`src/rtl/tmr_pkg.sv`:
```
package tmr_pkg;
  typedef enum logic [2:0] {
    PS_D4 = 3'd0, PS_D16 = 3'd1, PS_D64 = 3'd2, PS_D256 = 3'd3,
    PS_D1024 = 3'd4, PS_RSV = 3'd5, PS_RTC = 3'd6, PS_EXT = 3'd7
  } psel_e;

  typedef enum logic [1:0] {
    EDG_RISE = 2'd0, EDG_FALL = 2'd1, EDG_BOTH_ALT = 2'd2, EDG_BOTH = 2'd3
  } edge_e;

  typedef enum logic [1:0] {
    CAP_OFF = 2'd0, CAP_NONE = 2'd1, CAP_QUIET = 2'd2, CAP_IRQ = 2'd3
  } capm_e;

  // bit 9 capture flag, 8 underflow flag, 7:6 capture mode,
  // 5 underflow irq enable, 4:3 edge select, 2:0 source select
  typedef struct packed {
    logic  capf;
    logic  unf;
    capm_e capm;
    logic  unie;
    edge_e edg;
    psel_e psel;
  } ctrl_t;

  localparam int CTRL_W = $bits(ctrl_t);
endpackage

```
`src/rtl/tmr_prescale.sv`:
```
module tmr_prescale #(
  parameter int NUM_DIV = 5
) (
  input  logic               clk,
  input  logic               rst_n,
  output logic [NUM_DIV-1:0] div_tick
);
  localparam int CW = 2 * NUM_DIV;

  logic [CW-1:0] pre_q;

  always_ff @(posedge clk) begin
    if (!rst_n) pre_q <= '0;
    else        pre_q <= pre_q + 1'b1;
  end

  // tap k fires once every 4^(k+1) clocks
  for (genvar k = 0; k < NUM_DIV; k++) begin : g_tap
    assign div_tick[k] = &pre_q[2*k+1:0];
  end
endmodule

```
`src/rtl/tmr_edge_sync.sv`:
```
module tmr_edge_sync (
  input  logic clk,
  input  logic rst_n,
  input  logic async_i,
  output logic rise_o,
  output logic fall_o
);
  logic meta_q, sync_q, last_q;

  always_ff @(posedge clk) begin
    if (!rst_n) begin
      meta_q <= 1'b0;
      sync_q <= 1'b0;
      last_q <= 1'b0;
    end else begin
      meta_q <= async_i;
      sync_q <= meta_q;
      last_q <= sync_q;
    end
  end

  assign rise_o = sync_q & ~last_q;
  assign fall_o = ~sync_q & last_q;
endmodule

```
`src/rtl/tmr_channel.sv`:
```
module tmr_channel
  import tmr_pkg::*;
#(
  parameter int W       = 32,
  parameter int NUM_DIV = 5,
  parameter bit HAS_CAP = 1'b0
) (
  input  logic               clk,
  input  logic               rst_n,
  input  logic               run,
  input  logic [NUM_DIV-1:0] div_tick,
  input  logic               rtc_rise,
  input  logic               ext_rise,
  input  logic               ext_fall,
  input  logic               wr_const,
  input  logic               wr_cnt,
  input  logic               wr_ctrl,
  input  logic [W-1:0]       wdata,
  output logic [W-1:0]       cnt_o,
  output logic [W-1:0]       const_o,
  output logic [W-1:0]       cap_o,
  output ctrl_t              ctrl_o,
  output logic               irq_o
);
  logic [W-1:0] cnt_q, const_q;
  psel_e        psel_q;
  edge_e        edg_q;
  logic         unie_q, unf_q;
  logic         ext_hit, step, unf_set;
  logic         capf_w, cap_irq_w;
  capm_e        capm_w;

  always_comb begin
    unique case (edg_q)
      EDG_RISE: ext_hit = ext_rise;
      EDG_FALL: ext_hit = ext_fall;
      default:  ext_hit = ext_rise | ext_fall;
    endcase
  end

  always_comb begin
    step = 1'b0;
    if (int'(psel_q) < NUM_DIV) step = div_tick[psel_q];
    else if (psel_q == PS_RTC)  step = rtc_rise;
    else if (psel_q == PS_EXT)  step = ext_hit;
  end

  assign unf_set = !wr_cnt && run && step && (cnt_q == '0);

  always_ff @(posedge clk) begin
    if (!rst_n) begin
      cnt_q   <= '1;
      const_q <= '1;
      psel_q  <= PS_D4;
      edg_q   <= EDG_RISE;
      unie_q  <= 1'b0;
      unf_q   <= 1'b0;
    end else begin
      if (wr_const) const_q <= wdata;
      if (wr_cnt) cnt_q <= wdata;
      else if (run && step) cnt_q <= (cnt_q == '0) ? const_q : cnt_q - 1'b1;
      if (wr_ctrl) begin
        psel_q <= psel_e'(wdata[2:0]);
        edg_q  <= edge_e'(wdata[4:3]);
        unie_q <= wdata[5];
        unf_q  <= (unf_q & wdata[8]) | unf_set;
      end else begin
        unf_q  <= unf_q | unf_set;
      end
    end
  end

  if (HAS_CAP) begin : g_cap
    logic [W-1:0] cap_q;
    logic         capf_q;
    capm_e        capm_q;
    logic         cap_ev;

    assign cap_ev = ((capm_q == CAP_QUIET) || (capm_q == CAP_IRQ)) && ext_hit;

    always_ff @(posedge clk) begin
      if (!rst_n) begin
        cap_q  <= '0;
        capf_q <= 1'b0;
        capm_q <= CAP_OFF;
      end else begin
        if (wr_ctrl) capm_q <= capm_e'(wdata[7:6]);
        if (cap_ev) cap_q <= cnt_q;
        if (wr_ctrl) capf_q <= (capf_q & wdata[9]) | cap_ev;
        else         capf_q <= capf_q | cap_ev;
      end
    end

    assign cap_o     = cap_q;
    assign capf_w    = capf_q;
    assign capm_w    = capm_q;
    assign cap_irq_w = capf_q && (capm_q == CAP_IRQ);
  end else begin : g_nocap
    assign cap_o     = '0;
    assign capf_w    = 1'b0;
    assign capm_w    = CAP_OFF;
    assign cap_irq_w = 1'b0;
  end

  assign cnt_o   = cnt_q;
  assign const_o = const_q;
  assign ctrl_o  = '{capf: capf_w, unf: unf_q, capm: capm_w, unie: unie_q,
                     edg: edg_q, psel: psel_q};
  assign irq_o   = (unf_q && unie_q) || cap_irq_w;
endmodule

```
`src/rtl/tmr_unit.sv`:
```
module tmr_unit
  import tmr_pkg::*;
#(
  parameter int W         = 32,
  parameter int NUM_CH    = 3,
  parameter int CAP_CH    = 2,
  parameter int NUM_DIV   = 5,
  parameter int AW        = 8,
  parameter int START_OFS = 4,
  parameter int CH_BASE   = 8,
  parameter int CH_STRIDE = 12
) (
  input  logic              clk,
  input  logic              rst_n,
  input  logic              reg_wr,
  input  logic [AW-1:0]     reg_addr,
  input  logic [W-1:0]      reg_wdata,
  output logic [W-1:0]      reg_rdata,
  input  logic              rtc_clk_i,
  input  logic              ext_clk_i,
  output logic [NUM_CH-1:0] irq
);
  localparam int CAP_OFS = CH_BASE + NUM_CH * CH_STRIDE;

  logic [NUM_DIV-1:0] div_tick;
  logic               rtc_rise, rtc_fall, ext_rise, ext_fall;
  logic [NUM_CH-1:0]  start_q;
  logic [W-1:0]       cnt_w   [NUM_CH];
  logic [W-1:0]       const_w [NUM_CH];
  logic [W-1:0]       cap_w   [NUM_CH];
  ctrl_t              ctrl_w  [NUM_CH];
  logic [NUM_CH-1:0]  hit_const, hit_cnt, hit_ctrl;
  logic               hit_start, hit_cap;

  tmr_prescale #(.NUM_DIV(NUM_DIV)) u_pre (
    .clk(clk), .rst_n(rst_n), .div_tick(div_tick)
  );

  tmr_edge_sync u_rtc_sync (
    .clk(clk), .rst_n(rst_n), .async_i(rtc_clk_i),
    .rise_o(rtc_rise), .fall_o(rtc_fall)
  );

  tmr_edge_sync u_ext_sync (
    .clk(clk), .rst_n(rst_n), .async_i(ext_clk_i),
    .rise_o(ext_rise), .fall_o(ext_fall)
  );

  assign hit_start = (reg_addr == AW'(START_OFS));
  assign hit_cap   = (reg_addr == AW'(CAP_OFS));

  always_ff @(posedge clk) begin
    if (!rst_n)                  start_q <= '0;
    else if (reg_wr && hit_start) start_q <= reg_wdata[NUM_CH-1:0];
  end

  for (genvar i = 0; i < NUM_CH; i++) begin : g_ch
    localparam int OFS = CH_BASE + CH_STRIDE * i;
    assign hit_const[i] = (reg_addr == AW'(OFS));
    assign hit_cnt[i]   = (reg_addr == AW'(OFS + 4));
    assign hit_ctrl[i]  = (reg_addr == AW'(OFS + 8));

    tmr_channel #(.W(W), .NUM_DIV(NUM_DIV), .HAS_CAP(i == CAP_CH)) u_ch (
      .clk(clk), .rst_n(rst_n), .run(start_q[i]), .div_tick(div_tick),
      .rtc_rise(rtc_rise), .ext_rise(ext_rise), .ext_fall(ext_fall),
      .wr_const(reg_wr && hit_const[i]), .wr_cnt(reg_wr && hit_cnt[i]),
      .wr_ctrl(reg_wr && hit_ctrl[i]), .wdata(reg_wdata),
      .cnt_o(cnt_w[i]), .const_o(const_w[i]), .cap_o(cap_w[i]),
      .ctrl_o(ctrl_w[i]), .irq_o(irq[i])
    );
  end

  always_comb begin
    reg_rdata = '0;
    if (hit_start) reg_rdata[NUM_CH-1:0] = start_q;
    if (hit_cap)   reg_rdata = cap_w[CAP_CH];
    for (int i = 0; i < NUM_CH; i++) begin
      if (hit_const[i]) reg_rdata = const_w[i];
      if (hit_cnt[i])   reg_rdata = cnt_w[i];
      if (hit_ctrl[i])  reg_rdata = W'(ctrl_w[i]);
    end
  end
endmodule

```
`config.mk`:
```
export PLATFORM = sky130hd
export DESIGN_NAME = tmr_unit
export DESIGN_NICKNAME = d
export VERILOG_FILES = /design/src/rtl/tmr_pkg.sv /design/src/rtl/tmr_prescale.sv /design/src/rtl/tmr_edge_sync.sv /design/src/rtl/tmr_channel.sv /design/src/rtl/tmr_unit.sv
export SDC_FILE = /design/constraint.sdc
export NUM_CORES = 1
export LEC_CHECK = 0
export ABC_CLOCK_PERIOD_IN_PS = 3500
export BUFFER_PORTS_ARGS = -buffer_cell sky130_fd_sc_hd__buf_2
export CAP_MARGIN = 10
export CORE_UTILIZATION = 49
export DETAILED_ROUTE_END_ITERATION = 8
export PLACE_DENSITY = 0.66
export SLEW_MARGIN = 20
export SYNTH_ARGS = -nofsm -noshare
export SYNTH_HDL_FRONTEND = slang
export SYNTH_HIERARCHICAL = 1
export SYNTH_SLANG_ARGS = --single-unit
```
`constraint.sdc`:
```
create_clock -name clk -period 3.5 [get_ports clk]
set_input_delay 0.35 -clock clk [delete_from_list [all_inputs] [get_ports clk]]
set_output_delay 0.35 -clock clk [all_outputs]
set_load 0.005 [all_outputs]
```
Yosys cells after proc, flatten, opt, wreduce, memory -nomap -nowiden:

Index checks and enable logic that the tools add are counted.

* $add $sub $neg: 4
* $lt $le $gt $ge: 6
* equal/unequal tests: 22
* mux-type cells: 42
* bitwise operators: 19
* reduce and logical (&&, ||, !) cells: 46

Operator list (number)
* 32-bit two-way mux: 19
* 32-bit logical NOT: 3
* 32-bit by 1-bit subtractor with 32-bit output, second input constant: 3
* 8-bit by 5-bit equality test with 1-bit output, second input constant: 4
* 8-bit by 6-bit equality test with 1-bit output, second input constant: 4
* 1-bit logical AND: 27
* 3-bit equality test, second input constant: 6
* 8-bit by 4-bit equality test with 1-bit output, second input constant: 2
* 1-bit two-way mux: 16
* 3-bit by 4-bit < comparator with 1-bit output, second input constant: 3
* 10-bit by 1-bit adder with 10-bit output, second input constant: 1
* 10-bit AND reduction: 1
* 1-bit binary-select mux with 3-bit select: 3
* 3-bit < comparator, second input constant: 3
* 1-bit bitwise OR: 9
* 8-bit by 3-bit equality test with 1-bit output, second input constant: 1
* 8-bit AND reduction: 1
* 1-bit AND: 7
* 2-bit by 1-bit equality test with 1-bit output, second input constant: 3
* 2-bit logical NOT: 3
* 1-bit one-hot mux with 2 select lines: 3
* 6-bit AND reduction: 1
* 2-bit nonzero test: 3
* 2-bit equality test, second input constant: 2
* other kinds (6): 11

* register bits: 267
* logic and storage cells: 168

Logic depth before layout (Yosys ltp):

Gate-level depths: netlist of run 1.

* depth in word-level cells: 12
* mapped depth: 12
* gate-level depth less buffers: 9

By module:

Netlist of run 1, hierarchy kept.

Modules (own cells, without submodules)
* tmr_channel at g_ch[0].u_ch ...: times used 2, cells an instance 498, area an instance 4012.6 µm²
* tmr_channel at g_ch[2].u_ch: times used 1, cells an instance 591, area an instance 5393.9 µm²
* tmr_unit: times used 1, cells an instance 399, area an instance 2763.9 µm²
* tmr_prescale: times used 1, cells an instance 47, area an instance 434.2 µm²
* tmr_edge_sync: times used 2, cells an instance 8, area an instance 91.3 µm²

Worst setup path before layout of run 1:

No wires, ideal clock.

* kind: in2reg
* start point: input reg_addr[5]
* end point: register g_ch[2].u_ch.const_q[1]
* arrival time: 2.458 ns
* required time: 3.371 ns
* setup slack: 0.912 ns
* stages on the path: 8
* buffers on the path: 3
* cell sequence: buf_2 or4b_1 nor2_2 and3_1 clkbuf_1 clkbuf_1 mux2i_1 nand2_1

* longest elaborated chain between the ends: 2

RTL lines
* start, declared: line tmr_unit.sv:16 `input logic [AW-1:0] reg_addr,`
* 8-bit by 6-bit equality test with 1-bit output: line tmr_unit.sv:59 `assign hit_const[i] = (reg_addr == AW'(OFS));`
* 1-bit logical AND: line tmr_unit.sv:66 `.wr_const(reg_wr && hit_const[i]), .wr_cnt(reg_wr && hit_cnt[i]),`
* end signal, assigned: line tmr_channel.sv:59 `if (wr_const) const_q <= wdata;`
* end, declared: line tmr_channel.sv:25 `logic [W-1:0] cnt_q, const_q;`

Every way passes these cells.
A chain may end at the register's enable or synchronous reset.

Worst setup path after layout of run 1:

* start point: input reg_addr[1]
* end point: output reg_rdata[12]

* longest elaborated chain between the ends: 11

RTL lines
* 8-bit by 6-bit equality test with 1-bit output: line tmr_unit.sv:50 `assign hit_cap = (reg_addr == AW'(CAP_OFS));`
* 32-bit two-way mux: line tmr_unit.sv:76 `if (hit_cap) reg_rdata = cap_w[CAP_CH];`
* 32-bit two-way mux: line tmr_unit.sv:78 `if (hit_const[i]) reg_rdata = const_w[i];`
* 32-bit two-way mux: line tmr_unit.sv:79 `if (hit_cnt[i]) reg_rdata = cnt_w[i];`
* 32-bit two-way mux: line tmr_unit.sv:80 `if (hit_ctrl[i]) reg_rdata = W'(ctrl_w[i]);`
* 32-bit two-way mux: line tmr_unit.sv:78
* 32-bit two-way mux: line tmr_unit.sv:79
* 32-bit two-way mux: line tmr_unit.sv:80
* 32-bit two-way mux: line tmr_unit.sv:78
* 32-bit two-way mux: line tmr_unit.sv:79
* 32-bit two-way mux (*): line tmr_unit.sv:80
* end, declared: line tmr_unit.sv:18 `output logic [W-1:0] reg_rdata,`

Mark *: on every way between the ends. The rest lies on a longest branch, timed or not.

==> impl_metrics.tcl, run 1 <==
set metrics [dict create \
    outcome "complete, no violations" \
    slowest_delay_ps 430 \
    crit_family "simple AND/OR/NAND/NOR gates" \
    ir_drop_v 0.000361 \
    numCtsBuffers 31 \
    endpoint_kind "primary output" \
    fin_cells 2460 \
    setup_viol 0 \
    pre_cts_ws_ps 654 \
    synth_cells 1984 \
    final_nets 2046 \
    viasPerCell 6.30 \
    cts_tree "yes" \
    whs_endpoint "g_ch[2].u_ch/cnt_o[11]" \
    post_dp_cell_area_um2 17000 \
    drive_above_1_share_pct 13.4 \
    netSwitchingPower_mw 1.65 \
    dieWidth_um 184 \
    pin_count 80 \
    overflow 0 \
    r2r-end "g_ch[1].u_ch/cnt_o[15]" \
    setup_ws_ps 574 \
    maxSlewViolCount 0 \
    syn_area_per_cell_um2 8.22 \
    clk_pin_slew_ps 60 \
    core_um2 32600 \
    hp-class "in2reg" \
    rows 66 \
    start_util_pct 50.0 \
    die_y_um 184 \
    worstMarginPinSlew_ps 861 \
    post-route-util_pct 55.4 \
    seqPwrFrac_pct 44.2 \
    whs_ps 163 \
    p_clk_share_pct 50.1 \
    drtAntennaViolNets 0 \
    hold_violations 0 \
    syn-cell-area_um2 16300 \
    yosysWarnings 6 \
    cpMaxStageDelayCell "or3b_4" \
    min_from "reg_wdata[11]" \
    fin_crit_ps 2930 \
    vias 15500 \
    cts.path.max_buffers 3 \
    leakagePower_nw 6.40 \
    rr_startpoint "u_pre/pre_q[0]" \
    critical_path_buf_inv_count 3 \
    holdPathStages 3 \
    grt_pass1_wl_um 86200 \
    cts_sinks 267 \
    die-area_um2 34000 \
    total_power_mw 6.93 \
    hpwl_um 39900 \
    relSlewSlack_pct 41.8 \
    period_share_pct 83.6 \
    startpoint_type "input port" \
    diodes 0 \
    syn_to_final_growth_pct 10.8 \
    required_ps 3150 \
    drc 0 \
    wl_um 55900 \
    critical_path_class "in2out" \
    cts_root_buf "clkbuf_16" \
    crit_chain "buf_2 -> or3b_4 -> nor2b_2 -> buf_4 -> o221ai_2 -> o22a_1 -> o22ai_1 -> buf_2" \
    p_per_area_nw_per_um2 383 \
    r2r_slack_ps 590 \
    first_pass_iters 6 \
    arrival_ps 2580 \
    dp.cells 2401 \
    grt_pass1_vias 14200 \
    clk_latency_ps 570 \
    antenna_found_initial 0 \
    max_freq_mhz 342 \
    portBuffers 79 \
    switching_share_pct 23.8 \
    n_fill_cell 3041 \
    cp_common_cell "buf_2" \
    combPwrFrac_pct 5.7 \
    globalplace.congestion 0.949 \
    final_cell_area_um2 18100 \
    cts_max_level 1 \
    path_max_fanout 13 \
    grt_max_degree 83 \
    wl_per_cell_um 22.7 \
    p_int_mw 5.28 \
    rsz0062_at_grt "false" \
    fin_setup_tns_ps 0 \
    skew_ps 11.3 \
    drt_iter0_drc 2022 \
    globalRouteTotalUtil_pct 32.8 \
    cap_violations 0 \
    reg2reg_depth 9 \
]
[layout by cell type (no fill, tap or decap), drive strengths merged, types with 14 or more instances in the layout]
master and count:
a211o 14, a21boi 24, a21oi 85, and2 14, buf 129, clkbuf 42
dfxtp 267, inv 22, mux2 14, mux2i 191, nand2 349, nand2b 16
nand3 41, nand4 37, nor2 127, nor2b 64, nor3 31, nor4 41
o2111ai 17, o211ai 64, o21ai 88, o221ai 25, o22a 22, o22ai 34
or3 17, xnor2 23, xor2 45
[cell type report]
class                           instances  area (µm²)  share of cell area, %
Inverter                               22        82.6                  0.457
Timing Repair Buffer                  131         850                   4.70
Clock inverter                         15         221                   1.23
Multi-Input combinational cell       1541       10200                   56.2
Tap cell                              442         553                   3.06
Clock buffer                           42         867                   4.80
Sequential cell                       267        5350                   29.6
[power by group through the flow]
stage	clock network, mW	registers, mW	logic (mW)
floorplan	0	3.13	0.216
global placement	0	3.13	0.377
detailed placement	0	3.13	0.379
CTS	3.51	3.06	0.382
global route	3.62	3.07	0.415
finish	3.47	3.07	0.394
[routing by layer]
layer,GRT usage (%),part of all wire [%],up-vias
met5,0,0,-
met4,7.40,2.1,0
met3,8.16,11,74
met2,47.4,41,763
met1,48.2,46,7463
li1,-,-,7201
[worst reg2reg max path: cells and delay by family, from the launching register on]
family	cells	cell delay, ps
compound gates	3	970
simple gates	3	680
flops	1	370
fa+ha+maj	1	330
buf+inv	1	280
mux	1	190
[sequential cells by signal, indices dropped and copies added (netlist names), 2 cells and up]
signal             count
g_ch.u_ch/cnt_o       96
g_ch.u_ch/const_o     96
g_ch.u_ch/cap_o       32
u_pre/pre_q           10
g_ch.u_ch/psel_q       9
g_ch.u_ch/edg_q        6
g_ch.u_ch/unf_q        3
g_ch.u_ch/unie_q       3
start_q                3
g_ch.u_ch/capm_w       2
[timing repair]
item | CTS | global route
resized for setup | 0 | 0
setup buffers | 0 | 0
hold endpoints to repair | 2 | 0
hold buffers | 2 | 0
[how the worst max path moves through the flow]
stage | endpoint | depth (start not counted) | startpoint
final | reg_rdata[12] | 8 | reg_addr[1]
after global routing | g_ch[1].u_ch/cnt_o[15] | 9 | u_pre/pre_q[0]
after CTS | g_ch[1].u_ch/cnt_o[15] | 9 | u_pre/pre_q[0]
after detailed placement | g_ch[1].u_ch/cnt_o[31] | 9 | u_pre/pre_q[0]
after global placement | g_ch[1].u_ch/cnt_o[15] | 9 | u_pre/pre_q[0]
after floorplan | g_ch[2].u_ch/const_o[1] | 8 | reg_addr[5]
No activity file was read; power rests on OpenSTA's default activity.
==> inputs of run 2 (changes only) <==
--- a/config.mk
+++ b/config.mk
@@ -5,12 +5,13 @@
 export SDC_FILE = /design/constraint.sdc
 export NUM_CORES = 1
 export LEC_CHECK = 0
-export ABC_CLOCK_PERIOD_IN_PS = 3500
+export ABC_AREA = 1
+export ABC_CLOCK_PERIOD_IN_PS = 2350
 export BUFFER_PORTS_ARGS = -buffer_cell sky130_fd_sc_hd__buf_2
 export CAP_MARGIN = 10
 export CORE_UTILIZATION = 49
 export DETAILED_ROUTE_END_ITERATION = 8
-export PLACE_DENSITY = 0.66
+export PLACE_DENSITY = 0.68
 export SLEW_MARGIN = 20
 export SYNTH_ARGS = -nofsm -noshare
 export SYNTH_HDL_FRONTEND = slang
==> constraint.sdc (replaced) <==
create_clock -name clk -period 2.35 [get_ports clk]
set_input_delay 0.235 -clock clk [delete_from_list [all_inputs] [get_ports clk]]
set_output_delay 0.235 -clock clk [all_outputs]
set_load 0.005 [all_outputs]
==> run 2 against run 1 <==
  * Global-route usage grew 2.7 points
  * Synthesized cell count grew 42%
  * Die area grew 4.9%
  * Critical path depth grew 5
  * Clock-buffer cell count shrank 2
  * Clock skew grew 1.3 ps
  * Sequential power grew 49%
  * Critical path type is now reg2reg
  * Critical endpoint is now g_ch[2].u_ch/cnt_o[21]
  * Largest cell class unchanged
  * Largest power group unchanged
==> impl_metrics.tcl, run 2 <==
set metrics [dict create \
    total_power_mw 10.3 \
    cap_violations 0 \
    pre_cts_ws_ps -24.7 \
    start_util_pct 49.7 \
    worstMarginPinSlew_ps 876 \
    wl_per_cell_um 19.3 \
    die-area_um2 35700 \
    die_y_um 189 \
    arrival_ps 2730 \
    whs_ps 35.2 \
    fin_crit_ps 2260 \
    path_max_fanout 10 \
    rr_startpoint "u_pre/pre_q[5]" \
    fin_cells 3359 \
    drt_iter0_drc 2355 \
    core_um2 34500 \
    final_cell_area_um2 19400 \
    pin_count 80 \
    dp.cells 3291 \
    critical_path_class "reg2reg" \
    hp-class "in2reg" \
    period_share_pct 96.0 \
    numCtsBuffers 31 \
    setup_ws_ps 93.3 \
    layout.area.seq_um2 5350 \
    rows 68 \
    fin_setup_tns_ps 0 \
    globalRouteTotalUtil_pct 35.5 \
    syn-cell-area_um2 17100 \
    crit_chain "inv_1 -> nor4_2 -> buf_4 -> nand2_1 -> nand3_1 -> nand2_1 -> nand2_2 -> nand3_4 -> bufbuf_16 -> nand3_1 -> nand2_1 -> inv_1 -> nand2_1" \
    grt_pass1_wl_um 99000 \
    required_ps 2820 \
    overflow 0 \
    slowest_delay_ps 380 \
    cts_root_buf "clkbuf_16" \
    setup_viol 0 \
    combPwrFrac_pct 4.5 \
    rsz0062_at_grt "false" \
    p_int_mw 7.87 \
    clk_pin_slew_ps 70 \
    grt_pass1_vias 17400 \
    n_fill_cell 3531 \
    final_common_cell "nand2_1" \
    cts_sinks 267 \
    cts_max_level 1 \
    p_clk_share_pct 51.2 \
    drtAntennaViolNets 0 \
    final_nets 2930 \
    hpwl_um 48200 \
    post-route-util_pct 56.2 \
    wl_um 64700 \
    seqPwrFrac_pct 44.3 \
    holdPathStages 3 \
    synth_cells 2822 \
    critical_path_buf_inv_count 4 \
    globalplace.congestion 1.01 \
    endpoint_kind "flip-flop" \
    antenna_found_initial 2 \
    grt_max_degree 65 \
    cpMaxStageDelayCell "dfxtp_1" \
    leakagePower_nw 9.63 \
    cts_tree "yes" \
    cts.path.max_buffers 3 \
    skew_ps 12.6 \
    crit_family "simple AND/OR/NAND/NOR gates" \
    r2r_slack_ps 90 \
    multiInputGateArea_um2 10000 \
    layout_common_cells "897 x nand2_1, 400 x nand3_1, 264 x dfxtp_1, 253 x inv_1, 234 x nor2_1" \
    min_from "reg_wdata[15]" \
    drive_above_1_share_pct 13.0 \
    p_per_area_nw_per_um2 532 \
    viasPerCell 5.64 \
    post_dp_cell_area_um2 18100 \
    ir_drop_v 0.000530 \
    portBuffers 79 \
    dieWidth_um 189 \
    hold_violations 0 \
    maxSlewViolCount 0 \
    first_pass_iters 6 \
    max_freq_mhz 443 \
    cp_common_cell "nand2_1" \
    netSwitchingPower_mw 2.43 \
    clk_latency_ps 580 \
    startpoint_type "flip-flop" \
    relSlewSlack_pct 41.5 \
    syn_area_per_cell_um2 6.07 \
    r2r-end "g_ch[2].u_ch/cnt_o[21]" \
    reg2reg_depth 13 \
    outcome "complete, no violations" \
    whs_endpoint "g_ch[2].u_ch/const_o[15]" \
    drc 0 \
    switching_share_pct 23.6 \
    yosysWarnings 6 \
    vias 18900 \
    syn_to_final_growth_pct 13.2 \
]
==> run 2: worst max-delay path by stage <==
stage | startpoint | end | slack (ps) | cells after the start
floorplan | u_pre/pre_q[0] | g_ch[0].u_ch/cnt_o[11] | 300 | 14
global placement | u_pre/pre_q[0] | g_ch[2].u_ch/cnt_o[15] | 80 | 14
detailed placement | u_pre/pre_q[0] | g_ch[2].u_ch/cnt_o[13] | -20 | 14
CTS | u_pre/pre_q[1] | g_ch[2].u_ch/cnt_o[22] | 10 | 14
global route | u_pre/pre_q[0] | g_ch[2].u_ch/cnt_o[13] | 1 | 18
finish | u_pre/pre_q[5] | g_ch[2].u_ch/cnt_o[21] | 90 | 13
==> run 2: cell type report <==
class / instances / share of cell area (%)
Inverter: 290 / 5.64
Clock inverter: 17 / 1.30
Tap cell: 455 / 2.94
Sequential cell: 267 / 27.6
Clock buffer: 40 / 4.38
Timing Repair Buffer: 158 / 6.30
Multi-Input combinational cell: 2130 / 51.8
Antenna cell: 2 / 0.0258
==> run 2: routing by layer <==
| metal | vias to the layer above | part of all wire [%] | GRT usage [%] |
|---|---|---|---|
| met5 | - | 0 | 0 |
| met4 | 0 | 2.4 | 8.90 |
| met3 | 100 | 10 | 6.19 |
| met2 | 943 | 43 | 54.9 |
| met1 | 8739 | 44 | 50.9 |
| li1 | 9154 | - | - |
==> run 2: repair_timing <==
action | CTS | global route
hold endpoints to repair | 2 | 0
cloned | 1 | 0
gates resized for setup | 4 | 10
pin swaps | 1 | 4
hold buffers | 2 | 0
setup buffers | 5 | 1
setup endpoints to repair | 30 | 91
==> run 2: tightest hold or removal path: stages <==
cell	delay, ps
buf_2	170
nand2_1	90
nand3_1	70
==> run 2: power groups by stage <==
stage | clock, mW | combinational [mW] | sequential (mW)
2_1_floorplan | 0 | 0.207 | 4.66
4_1_cts | 5.31 | 0.447 | 4.56
3_5_place_dp | 0 | 0.441 | 4.66
6_report | 5.28 | 0.467 | 4.56
3_3_place_gp | 0 | 0.434 | 4.66
5_1_grt | 5.49 | 0.496 | 4.56
